### src/rtl/ilv_pkg.sv
package ilv_pkg;
  // system clocks between successive slot starts
  function automatic int slot_clks(input int period_clks, input int n_conv);
    return period_clks / n_conv;
  endfunction

  // system clocks from select fall to select rise for one read
  function automatic int read_clks(input int n_bits, input int half_clks);
    return 2 * n_bits * half_clks;
  endfunction
endpackage

### src/rtl/ilv_phase_timer.sv
module ilv_phase_timer #(
  parameter int NUM_CONV  = 4,
  parameter int SLOT_CLKS = 100,
  parameter int IW        = 2
) (
  input  logic          clk,
  input  logic          rst_n,
  output logic          start_o,
  output logic [IW-1:0] slot_idx_o
);
  localparam int CW = (SLOT_CLKS > 1) ? $clog2(SLOT_CLKS) : 1;

  logic [CW-1:0] phase_q;
  logic [IW-1:0] slot_q;
  logic          wrap;

  assign wrap       = (phase_q == CW'(SLOT_CLKS - 1));
  assign start_o    = (phase_q == '0);
  assign slot_idx_o = slot_q;

  always_ff @(posedge clk) begin
    if (!rst_n) begin
      phase_q <= '0;
      slot_q  <= '0;
    end else if (wrap) begin
      phase_q <= '0;
      slot_q  <= (slot_q == IW'(NUM_CONV - 1)) ? '0 : slot_q + 1'b1;
    end else begin
      phase_q <= phase_q + 1'b1;
    end
  end

  // the slot index may only move in a cycle that opens a slot
  assert_slot_moves_at_start_R3: assert property (@(posedge clk) disable iff (!rst_n)
    !$stable(slot_q) |-> start_o);
endmodule

### src/rtl/ilv_serial_reader.sv
module ilv_serial_reader #(
  parameter int NUM_CONV  = 4,
  parameter int READ_BITS = 23,
  parameter int HALF_CLKS = 2,
  parameter int IW        = 2
) (
  input  logic                 clk,
  input  logic                 rst_n,
  input  logic                 start_i,
  input  logic [IW-1:0]        idx_i,
  input  logic                 sdo_i,
  output logic                 busy_o,
  output logic                 done_o,
  output logic                 sck_o,
  output logic [NUM_CONV-1:0]  cs_n_o,
  output logic [READ_BITS-1:0] word_o,
  output logic [IW-1:0]        idx_o
);
  localparam int DW = (HALF_CLKS > 1) ? $clog2(HALF_CLKS) : 1;
  localparam int BW = $clog2(READ_BITS + 1);

  logic                 busy_q, sck_q, done_q;
  logic [DW-1:0]        div_q;
  logic [BW-1:0]        bit_q;
  logic [READ_BITS-1:0] sh_q;
  logic [IW-1:0]        idx_q;

  // named events for the assertions
  logic half_end, rise_evt, fall_evt, last_fall;
  assign half_end  = busy_q && (div_q == DW'(HALF_CLKS - 1));
  assign rise_evt  = half_end && !sck_q;
  assign fall_evt  = half_end && sck_q;
  assign last_fall = fall_evt && (bit_q == BW'(READ_BITS - 1));

  always_ff @(posedge clk) begin
    if (!rst_n) begin
      busy_q <= 1'b0;
      sck_q  <= 1'b0;
      done_q <= 1'b0;
      div_q  <= '0;
      bit_q  <= '0;
      sh_q   <= '0;
      idx_q  <= '0;
    end else begin
      done_q <= last_fall;
      if (start_i && !busy_q) begin
        busy_q <= 1'b1;
        idx_q  <= idx_i;
        div_q  <= '0;
        bit_q  <= '0;
        sck_q  <= 1'b0;
        sh_q   <= '0;
      end else if (busy_q) begin
        div_q <= half_end ? '0 : div_q + 1'b1;
        if (half_end)  sck_q  <= ~sck_q;
        if (rise_evt)  sh_q   <= {sh_q[READ_BITS-2:0], sdo_i};
        if (fall_evt)  bit_q  <= bit_q + 1'b1;
        if (last_fall) busy_q <= 1'b0;
      end
    end
  end

  for (genvar k = 0; k < NUM_CONV; k++) begin : g_cs
    assign cs_n_o[k] = !(busy_q && (idx_q == IW'(k)));
  end

  assign busy_o = busy_q;
  assign done_o = done_q;
  assign sck_o  = sck_q;
  assign word_o = sh_q;
  assign idx_o  = idx_q;

  initial begin
    assert_read_len_legal_R4: assert (READ_BITS >= 2 && READ_BITS <= 23);
  end

  assert_sck_idle_low_R4: assert property (@(posedge clk) disable iff (!rst_n)
    !busy_q |-> !sck_q);

  assert_done_single_R6: assert property (@(posedge clk) disable iff (!rst_n)
    done_q |=> !done_q);

  assert_no_sample_when_idle_R5: assert property (@(posedge clk) disable iff (!rst_n)
    !busy_q |=> $stable(sh_q) || $past(start_i));
endmodule

### src/rtl/ilv_conv_sequencer.sv
module ilv_conv_sequencer #(
  parameter int NUM_CONV         = 4,
  parameter int CONV_PERIOD_CLKS = 400,
  parameter int READ_BITS        = 23,
  parameter int SCK_HALF_CLKS    = 2
) (
  input  logic                         clk,
  input  logic                         rst_n,
  input  logic                         sdo_i,
  output logic                         sck_o,
  output logic [NUM_CONV-1:0]          cs_n_o,
  output logic [READ_BITS-1:0]         data_o,
  output logic [$clog2(NUM_CONV)-1:0]  conv_idx_o,
  output logic                         stale_o,
  output logic                         valid_o,
  output logic                         overrun_o
);
  localparam int IW        = $clog2(NUM_CONV);
  localparam int SLOT_CLKS = ilv_pkg::slot_clks(CONV_PERIOD_CLKS, NUM_CONV);

  logic          slot_start, rd_busy, rd_done;
  logic [IW-1:0] slot_idx, rd_idx;
  logic [NUM_CONV-1:0] seen_q;
  logic          overrun_q;
  logic          slot_clash;

  ilv_phase_timer #(.NUM_CONV(NUM_CONV), .SLOT_CLKS(SLOT_CLKS), .IW(IW)) timer_i (
    .clk(clk), .rst_n(rst_n), .start_o(slot_start), .slot_idx_o(slot_idx));

  ilv_serial_reader #(.NUM_CONV(NUM_CONV), .READ_BITS(READ_BITS),
                      .HALF_CLKS(SCK_HALF_CLKS), .IW(IW)) reader_i (
    .clk(clk), .rst_n(rst_n), .start_i(slot_start), .idx_i(slot_idx), .sdo_i(sdo_i),
    .busy_o(rd_busy), .done_o(rd_done), .sck_o(sck_o), .cs_n_o(cs_n_o),
    .word_o(data_o), .idx_o(rd_idx));

  assign slot_clash = slot_start && rd_busy;

  always_ff @(posedge clk) begin
    if (!rst_n) begin
      seen_q    <= '0;
      overrun_q <= 1'b0;
    end else begin
      if (rd_done)    seen_q[rd_idx] <= 1'b1;
      if (slot_clash) overrun_q      <= 1'b1;
    end
  end

  assign valid_o    = rd_done;
  assign conv_idx_o = rd_idx;
  assign stale_o    = !seen_q[rd_idx];
  assign overrun_o  = overrun_q;

  // checker-side expectation of the next converter index
  logic [IW-1:0] chk_idx_q;
  always_ff @(posedge clk) begin
    if (!rst_n)       chk_idx_q <= '0;
    else if (valid_o) chk_idx_q <= (rd_idx == IW'(NUM_CONV - 1)) ? '0 : rd_idx + 1'b1;
  end

  assert_idx_order_R6: assert property (@(posedge clk) disable iff (!rst_n)
    valid_o && !overrun_q |-> conv_idx_o == chk_idx_q);

  assert_valid_bus_released_R6: assert property (@(posedge clk) disable iff (!rst_n)
    valid_o |-> &cs_n_o);

  assert_overrun_flagged_R8: assert property (@(posedge clk) disable iff (!rst_n)
    slot_clash |=> overrun_o);

  assert_overrun_sticky_R8: assert property (@(posedge clk) disable iff (!rst_n)
    overrun_o |=> overrun_o);

  assert_single_select_R2: assert property (@(posedge clk) disable iff (!rst_n)
    $countones(~cs_n_o) <= 1);
endmodule

### config.mk
export PLATFORM = sky130hd
export DESIGN_NAME = ilv_conv_sequencer
export DESIGN_NICKNAME = d
export VERILOG_FILES = /design/src/rtl/ilv_pkg.sv /design/src/rtl/ilv_phase_timer.sv /design/src/rtl/ilv_serial_reader.sv /design/src/rtl/ilv_conv_sequencer.sv
export SDC_FILE = /design/constraint.sdc
export NUM_CORES = 1
export LEC_CHECK = 0
export BUFFER_PORTS_ARGS = -buffer_cell sky130_fd_sc_hd__buf_2
export CAP_MARGIN = 15
export CELL_PAD_IN_SITES_DETAIL_PLACEMENT = 1
export CELL_PAD_IN_SITES_GLOBAL_PLACEMENT = 1
export CORE_MARGIN = 8
export CORE_UTILIZATION = 37
export CTS_CLUSTER_SIZE = 16
export DETAILED_ROUTE_END_ITERATION = 16
export MAX_ROUTING_LAYER = met4
export PLACE_DENSITY = 0.79
export SETUP_SLACK_MARGIN = 0.3
export SYNTH_ARGS = -nofsm -noshare
export SYNTH_HDL_FRONTEND = slang
export SYNTH_SLANG_ARGS = --single-unit
### constraint.sdc
create_clock -name clk -period 3.15 [get_ports clk]
set_input_delay 0.1575 -clock clk [delete_from_list [all_inputs] [get_ports clk]]
set_output_delay 0.1575 -clock clk [all_outputs]
set_load 0.02 [all_outputs]
==> flow_summary.yaml, run 1 <==
worst_setup_path:
  slowest_delay_ns: 0.62
  cp-end-kind: "register"
  crit_required_ns: 3.31
  crit_buf_inv: 1
  critPathKind: "register to register"
  cp-start-kind: "register"
  crit_family: "compound AO/OA/AOI/OAI gates"
  cp_max_fo: 28
  cp_cell_sequence: "inv_1 > ha_1 > nor3b_1 > a31o_2 > a21oi_1"
  cp_slowest_cell: "a31o_2"
  cp.arrival_ns: 2.02
global_route:
  grt_use_total_pct: 12.3
  grt_pass1_wl_mm: 7.32
  grt_overflow: 0
  grt_max_degree: 29
  antenna_found_initial: 0
  grt_pass1_vias: 1655
logic_synthesis:
  synth_edf_count: 0
  synthTopCellsByArea: "dfxtp_1 (51%), nand2_1 (11%), a21oi_1 (8.0%)"
  synthSimpleGateAreaFrac_pct: 21.9
  ys.flop_type: "dfxtp_1"
  synth_mux_area_share_pct: 2.27
  ys_ff_latch: 48
  synthCells: 224
  syn_area_per_cell_um2: 8.37
  synth_top_family_by_area: "simple AND/OR/NAND/NOR gates"
  yosysSeqAreaShare_pct: 51.2
  synth-xor-area-share_pct: 2.33
  synthAdderAreaFrac_pct: 3.34
  synth_compound_area_share_pct: 14.1
  synth_fp_nets: 232
  synthArstFlopShare_pct: 0
  synth.top_cell.area_share_pct: 51.2
  yosys_warnings: 0
  yosys.area.top_type: "dfxtp_1"
  synth_cell_types: 35
  netlist_area_um2: 1880
timing:
  timing.setup.tns_ns: 0
  finalCritPeriodShare_pct: 59.0
  rsz0062_at_grt: "no"
  finalHoldViolCount: 0
  setup_viol: 0
  worst_slew_pin_slew_ns: 0.917
  setup_ws_ns: 1.29
  fin_crit_ns: 1.86
  slew-limit-headroom_pct: 38.7
  fin_skew_ns: 0.0110
  fmax_mhz: 538
  slew_violations: 0
floorplanning:
  row_count: 26
  boundaryPins: 36
  start_util_pct: 37.4
  die_h_um: 87.2
  die_area_um2: 7600
  chipWidth_um: 87.2
  core_area_um2: 5010
route:
  drtIter0Drc: 50
  wl_per_cell_um: 13.0
  dr_total_vias: 1582
  ant_nets: 0
  drt_first_pass_iters: 4
  drc: 0
  postRouteWirelength_mm: 4.23
  vias_per_cell: 4.87
flow_run:
  maxCapViolations: 0
place:
  dp_hpwl_mm: 3.01
  placed_area_um2: 2090
  port_buffers: 35
  post-place-ws_ns: 1.31
  globalplace.congestion: 0.708
clocking:
  cts_tree: "yes"
  cts_hold_buf: 0
  cts_made_buffers: 5
  cts-root-buf: "clkbuf_8"
  cts_sinks: 48
  cts.clk_slew.worst_paths_ns: 0.09
  clk_path_buf_depth: 2
  cts_max_level: 2
  cts_setup_buffers: 0
  cts_resized: 0
  clk_latency_ns: 0.30
finish:
  final_common_cell: "nand2_1"
  nFillCells: 631
  synthToLayoutAreaGrowth_pct: 18.5
  antennaDiodeCount: 0
  design.final.nets: 262
  fin_util_pct: 44.4
  final_cell_mix: "nand2_1 (56), dfxtp_1 (48), buf_2 (35)"
  stdcell_area_um2: 2220
  drive_above_1_share_pct: 18.4
pwr:
  p_switching_mw: 0.271
  p_seq_share_pct: 51.2
  power_density_nw_per_um2: 551
  worst_ir_drop_vdd_v: 0.000257
  swShare_pct: 22.1
  power.internal_mw: 0.955
  comb_power_share_pct: 5.7
  clkPwrFrac_pct: 43.1
  p_leak_nw: 0.851
worst_hold_path:
  min_path_type: "input pin to register"
run_status:
  outcome: "completed"
[layer usage]
layer | routed length [µm] | track usage [%]
met1 | 1920 | 12.9
met5 | 0 | -
met2 | 2110 | 21.8
met3 | 129 | 2.92
met4 | 65 | 4.69
[synthesized netlist by cell type (all sizes together) (2+ instances only)]
cell     n
a21oi   30
nor2    13
nand2   56
or3      6
ha       5
nand4    2
o21ai    7
dfxtp   48
nand3    8
a31oi    5
buf      4
inv     10
xor2     3
clkbuf   8
mux2i    2
xnor2    2
[per-stage QoR]
stage          std cells  hold slack [ns]  total power, mW
2_1_floorplan        224            0.294            0.697
3_3_place_gp         317            0.407            0.712
3_5_place_dp         317            0.418            0.713
4_1_cts              325           0.0921             1.25
5_1_grt              325            0.104             1.27
6_report             325           0.0977             1.23
[layout make-up]
| class | instances | area (µm²) | area share (%) |
|---|---|---|---|
| tap | 70 | 87.6 | 3.94 |
| multi-input combinational | 154 | 825 | 37.1 |
| timing repair buffer | 35 | 175 | 7.88 |
| inverter | 10 | 37.5 | 1.69 |
| clock buffer | 5 | 68.8 | 3.10 |
| sequential | 48 | 961 | 43.2 |
| clock inverter | 3 | 68.8 | 3.10 |
[sequential cells by signal, summed over array words and instances, names as in the netlist]
register and cells:
reader_i.word_o 23, timer_i.phase_q 7, reader_i.bit_q 5, seen_q 4, reader_i.idx_o 2, timer_i.slot_idx_o 2
overrun_o 1, reader_i.busy_o 1, reader_i.div_q 1, reader_i.done_o 1, reader_i.sck_o 1
[worst paths after layout]
kind,start,endpoint,slack (ns),cells past startpoint
worst max register to register,timer_i.phase_q[0],reader_i.word_o[16],1.29,5
worst min register to register,reader_i.word_o[22],reader_i.word_o[22],0.46,2
worst min-delay path,sdo_i,reader_i.word_o[0],0.1,3
worst max-delay path,timer_i.phase_q[0],reader_i.word_o[16],1.29,5
[kinds of logic (layout without fill, tap and decap cells)]
| kind of cell | count (synthesis) | in the layout |
|---|---|---|
| simple gates | 93 | 93 |
| compound gates | 48 | 48 |
| flops | 48 | 48 |
| buf+inv | 22 | 53 |
| fa+ha+maj | 5 | 5 |
| xor+xnor | 5 | 5 |
| mux | 3 | 3 |
[power by group through the flow]
stage | clock network [mW] | registers [mW] | logic (mW)
5_1_grt | 0.565 | 0.631 | 0.0783
6_report | 0.528 | 0.628 | 0.0694
3_5_place_dp | 0 | 0.642 | 0.0705
3_3_place_gp | 0 | 0.642 | 0.0700
2_1_floorplan | 0 | 0.640 | 0.0576
4_1_cts | 0.546 | 0.628 | 0.0710
[worst reg2reg max path, stage by stage (launching register included)]
cell,delay (ns)
dfxtp_1,0.35
inv_1,0.06
ha_1,0.13
nor3b_1,0.46
a31o_2,0.62
a21oi_1,0.11
Power figures use the tool's default switching activity.
==> run 2, diff against run 1 <==
==> constraint.sdc (replaced) <==
create_clock -name clk -period 1.85 [get_ports clk]
set_input_delay 0.0925 -clock clk [delete_from_list [all_inputs] [get_ports clk]]
set_output_delay 0.0925 -clock clk [all_outputs]
set_load 0.02 [all_outputs]
==> run 2 against run 1 <==
Die area is the same. Register-to-register slack lost 0.87 ns. Critical endpoint is now stale_o. Sequential power is 70% higher.
==> flow_summary.yaml, run 2 (synthesis results as in run 1) <==
run_status:
  outcome: "completed"
timing:
  timing.setup.tns_ns: 0
  rsz0062_at_grt: "no"
  slew_violations: 0
  setup_viol: 0
  fin_skew_ns: 0.00690
  worst_slew_pin_slew_ns: 0.493
  fin_crit_ns: 1.49
  finalHoldViolCount: 0
  fmax_mhz: 673
  slew-limit-headroom_pct: 66.9
  finalCritPeriodShare_pct: 80.3
global_route:
  grt_max_degree: 24
  grt_overflow: 0
  grt_use_total_pct: 11.9
  busiest_layer: "met2"
  use_met3_pct: 2.64
  globalRouteMet2Util_pct: 19.8
  antenna_found_initial: 0
  grt_pass1_vias: 1570
  grt_util_met1_pct: 13.6
  grt_pass1_wl_mm: 7.18
route:
  dr_total_vias: 1615
  vias_per_cell: 4.88
  postRouteWirelength_mm: 4.25
  drt_first_pass_iters: 4
  drc: 0
  drtIter0Drc: 88
  ant_nets: 0
  wl_per_cell_um: 12.9
worst_setup_path:
  cp-start-kind: "register"
  cp_max_fo: 8
  crit_buf_inv: 2
  cp_slowest_cell: "mux4_2"
  crit_family: "multiplexers"
  crit_required_ns: 1.76
  critPathKind: "register to output port"
  cp.arrival_ns: 1.39
  slowest_delay_ns: 0.49
  cp_cell_sequence: "mux4_2 > inv_1 > buf_2"
  rrSetupSlack_ns: 0.42
  cp-end-kind: "output port"
finish:
  final_common_cell: "nand2_1"
  design.final.nets: 268
  fin_util_pct: 44.9
  antennaDiodeCount: 0
  largest_reg_flops: 23
  final_cell_mix: "nand2_1 (56), dfxtp_1 (45), buf_2 (35)"
  drive_above_1_share_pct: 21.5
  synthToLayoutAreaGrowth_pct: 19.9
floorplanning:
  boundaryPins: 36
  start_util_pct: 37.4
  die_h_um: 87.2
  row_count: 26
  core_area_um2: 5010
  chipWidth_um: 87.2
  die_area_um2: 7600
place:
  dp_hpwl_mm: 3.05
  port_buffers: 35
  globalplace.congestion: 0.724
clocking:
  clk_path_buf_depth: 2
  cts_max_level: 2
  clk_latency_ns: 0.29
  cts.clk_slew.worst_paths_ns: 0.09
  cts_made_buffers: 5
  cts_tree: "yes"
  cts_sinks: 48
  cts-root-buf: "clkbuf_8"
pwr:
  fin_total_pwr_mw: 1.86
  power_density_nw_per_um2: 826
  worst_ir_drop_vdd_v: 0.000476
  p_leak_nw: 0.862
worst_hold_path:
  min_path_type: "input pin to register"
flow_run:
  maxCapViolations: 0
## run 2: changes by cell type in the layout (fill, tap and decap cells not counted)
| cell | delta |
|---|---|
| dfxtp_2 | +2 |
| a311oi_1 | -1 |
| buf_12 | +1 |
| clkinvlp_4 | +1 |
| clkbuf_1 | +1 |
| bufinv_16 | -2 |
| buf_4 | +5 |
| inv_6 | -1 |
| clkbuf_8 | +1 |
| dfxtp_4 | +1 |
| a311oi_2 | +1 |
| dfxtp_1 | -3 |
## run 2: routing by layer
layer,share of wire (%),vias to the layer above
met5,0,-
met4,1.3,0
met3,3.4,6
met2,50,23
met1,45,764
li1,-,822
## run 2: stage by stage
stage | worst slack [ns] | hold WS (ns) | std cells | instance area, µm²
finish | 0.364 | 0.0293 | 331 | 2250
detailed placement | 0.337 | 0.347 | 322 | 2140
CTS | 0.318 | 0.0237 | 330 | 2230
floorplan | 0.331 | 0.229 | 224 | 1880
global route | 0.304 | 0.0464 | 331 | 2250
global placement | 0.386 | 0.338 | 322 | 2140
## run 2: tightest hold or removal path: cells and delay by family
family	cells	cell delay (ns)
AOI/OAI and AO/OA	1	0.05
buffers and inverters	1	0.09
and+or+nand+nor	1	0.05
## run 2: power breakdown
group	total (mW)	internal [mW]	switching (mW)
sequential	1.07	1.05	0.0231
combinational	0.144	0.0560	0.0876
clock	0.644	0.304	0.340
total	1.86	1.41	0.450
## run 2: final cells by class
| type | count | area, µm² |
|---|---|---|
| Multi-Input combinational cell | 154 | 831 |
| Clock buffer | 7 | 86.3 |
| Fill cell | 638 | 2760 |
| Clock inverter | 1 | 7.51 |
| Sequential cell | 48 | 967 |
| Tap cell | 70 | 87.6 |
| Inverter | 10 | 37.5 |
| Timing Repair Buffer | 41 | 233 |
## run 2: final timing paths
kind	startpoint	endpoint	cells after the start
min reg2reg	timer_i.phase_q[0]	timer_i.phase_q[0]	1
max	reader_i.idx_o[1]	stale_o	3
max reg2reg	timer_i.phase_q[3]	timer_i.slot_idx_o[0]	3
min	sdo_i	reader_i.word_o[0]	3
## run 2: what timing repair did
item	in CTS	in global routing
pin swaps	0	1
setup endpoints to repair	1	23
gates resized for setup	1	4
hold buffers	0	0
setup buffers	0	1
==> run 3, diff against run 2 <==
==> constraint.sdc (replaced) <==
create_clock -name clk -period 1.5 [get_ports clk]
set_input_delay 0.075 -clock clk [delete_from_list [all_inputs] [get_ports clk]]
set_output_delay 0.075 -clock clk [all_outputs]
set_load 0.02 [all_outputs]
==> run 3 against run 2 <==
Non-clock buffer count rose by 14. First-iteration DRC count decreased by 23%. Via count rose by 5.5%. Register-to-register slack got worse by 0.37 ns. Worst setup slack got worse by 0.31 ns. Critical path depth stayed put. Utilization grew 7.6 points. Hold slack got worse by 0.0044 ns. Sequential power rose by 22%. Clock power grew 41%. Count of clock-buffer cells in the layout is 1 lower. Largest cell class is now multi-input gates. Largest power group unchanged.
==> flow_summary.yaml, run 3 (synthesis results as in run 1) <==
run_status:
  outcome: "completed"
floorplanning:
  chipWidth_um: 87.2
  core_area_um2: 5010
  die_h_um: 87.2
  boundaryPins: 36
  start_util_pct: 37.4
  row_count: 26
  die_area_um2: 7600
worst_setup_path:
  rrSetupSlack_ns: 0.05
  crit_buf_inv: 0
  cp_cell_sequence: "or3_4 > or3_2 > a21oi_2"
  cp.depth: 3
  r2r_end: "timer_i.slot_idx_o[1]"
  critPathKind: "register to register"
  slowest_delay_ns: 0.48
  r2r_start: "timer_i.phase_q[4]"
  cp-end-kind: "register"
  startpoint: "timer_i.phase_q[4]"
  crit_end: "timer_i.slot_idx_o[1]"
  cp-start-kind: "register"
  cp_slowest_cell: "or3_2"
  cp_max_fo: 4
  crit_family: "simple AND/OR/NAND/NOR gates"
  worst-r2r-cell-count: 3
  cp.arrival_ns: 1.67
  crit_required_ns: 1.73
finish:
  largest_reg_flops: 23
  regArea_um2: 982
  nFillCells: 614
  design.final.nets: 282
  final_cell_mix: "nand2_1 (56), dfxtp_1 (39), buf_2 (33)"
  drive_above_1_share_pct: 42.9
  multiInputGateArea_um2: 1020
  final_common_cell: "nand2_1"
  stdcell_area_um2: 2630
  antennaDiodeCount: 0
  synthToLayoutAreaGrowth_pct: 40.2
  fin_util_pct: 52.5
pwr:
  power.internal_mw: 1.91
  p_leak_nw: 0.991
  clkPwrFrac_pct: 36.2
  p_switching_mw: 0.600
  worst_ir_drop_vdd_v: 0.000484
  swShare_pct: 23.9
  comb_power_share_pct: 11.7
  power_density_nw_per_um2: 956
  p_seq_share_pct: 52.1
route:
  drc: 0
  vias_per_cell: 4.94
  ant_nets: 0
  postRouteWirelength_mm: 5.20
  dr_total_vias: 1704
  drt_first_pass_iters: 4
  wl_per_cell_um: 15.1
  drtIter0Drc: 68
timing:
  finalHoldViolCount: 0
  fmax_mhz: 691
  rsz0062_at_grt: "yes"
  slew_violations: 0
  setup_ws_ns: 0.0533
  fin_skew_ns: 0.00489
  fin_crit_ns: 1.45
  setup_viol: 0
  slew-limit-headroom_pct: 81.8
  finalCritPeriodShare_pct: 96.4
  worst_slew_pin_slew_ns: 0.270
  timing.setup.tns_ns: 0
clocking:
  cts_max_level: 2
  clk_path_buf_depth: 2
  cts_made_buffers: 5
  cts_tree: "yes"
  clk_latency_ns: 0.29
  cts_sinks: 48
  cts.clk_slew.worst_paths_ns: 0.08
  cts-root-buf: "clkbuf_8"
global_route:
  grt_max_degree: 29
  grt_pass1_vias: 1711
  grt_overflow: 0
  antenna_found_initial: 0
  grt_use_total_pct: 13.0
  grt_pass1_wl_mm: 7.82
place:
  port_buffers: 35
  dp_hpwl_mm: 3.13
  placed_area_um2: 2250
  post-place-ws_ns: 0.0971
  globalplace.congestion: 0.695
flow_run:
  maxCapViolations: 0
worst_hold_path:
  min_path_type: "input pin to register"
-- run 3: cell count changes in the layout (fill, tap and decap cells not counted), moves of 4 or more --
| cell | previous run | this run |
|---|---|---|
| buf_4 | 5 | 15 |
| a21oi_2 | 0 | 27 |
| a21oi_1 | 30 | 3 |
| inv_1 | 10 | 6 |
| dfxtp_1 | 45 | 39 |
| inv_2 | 0 | 4 |
-- run 3: layout make-up --
cell class | count | share of cell area [%]
multi-input cells | 154 | 38.7
flip-flops and latches | 48 | 37.4
repair buffers | 55 | 15.1
well taps | 70 | 3.33
clock buffers | 6 | 2.76
inverters | 10 | 1.43
clock inverters | 2 | 1.33
-- run 3: what timing repair did --
action	in CTS	in global routing
hold buffers	0	0
pin swaps	1	5
buffers inserted	3	6
setup endpoints to repair	47	48
gates resized for setup	11	28
cloned	0	3
-- run 3: worst min-delay path, stage by stage --
cell and delay, ns:
buf_2 0.10, nand2_1 0.06, a21oi_2 0.05
-- run 3: power by group through the flow --
stage,registers [mW],logic (mW),clock network (mW)
finish,1.31,0.294,0.909
global route,1.31,0.314,0.996
CTS,1.31,0.215,0.943
detailed placement,1.34,0.209,0
global placement,1.34,0.207,0
floorplan,1.34,0.154,0
-- run 3: worst min path at each step --
| stage | startpoint | endpoint | slack (ns) | depth (start not counted) |
|---|---|---|---|---|
| 2_1_floorplan | sdo_i | reader_i.word_o[0] | 0.21 | 2 |
| 3_3_place_gp | sdo_i | reader_i.word_o[0] | 0.32 | 3 |
| 3_5_place_dp | sdo_i | reader_i.word_o[0] | 0.34 | 3 |
| 4_1_cts | sdo_i | reader_i.word_o[0] | 0.02 | 3 |
| 5_1_grt | sdo_i | reader_i.word_o[0] | 0.02 | 3 |
| 6_report | sdo_i | reader_i.word_o[0] | 0.02 | 3 |
-- run 3: metal layers --
layer  track usage, %  up-vias  wire, µm
met4             5.31        0        80
li1                 -      852         -
met1             14.3      818      2310
met3             2.08        7       131
met5                -        -         0
met2             22.9       27      2680
-- run 3: through the flow --
| step | instances | hold slack (ns) | total power [mW] |
|---|---|---|---|
| CTS | 336 | 0.0168 | 2.47 |
| detailed placement | 325 | 0.337 | 1.55 |
| floorplan | 224 | 0.210 | 1.50 |
| finish | 345 | 0.0249 | 2.51 |
| global placement | 325 | 0.318 | 1.55 |
| global route | 345 | 0.0197 | 2.62 |
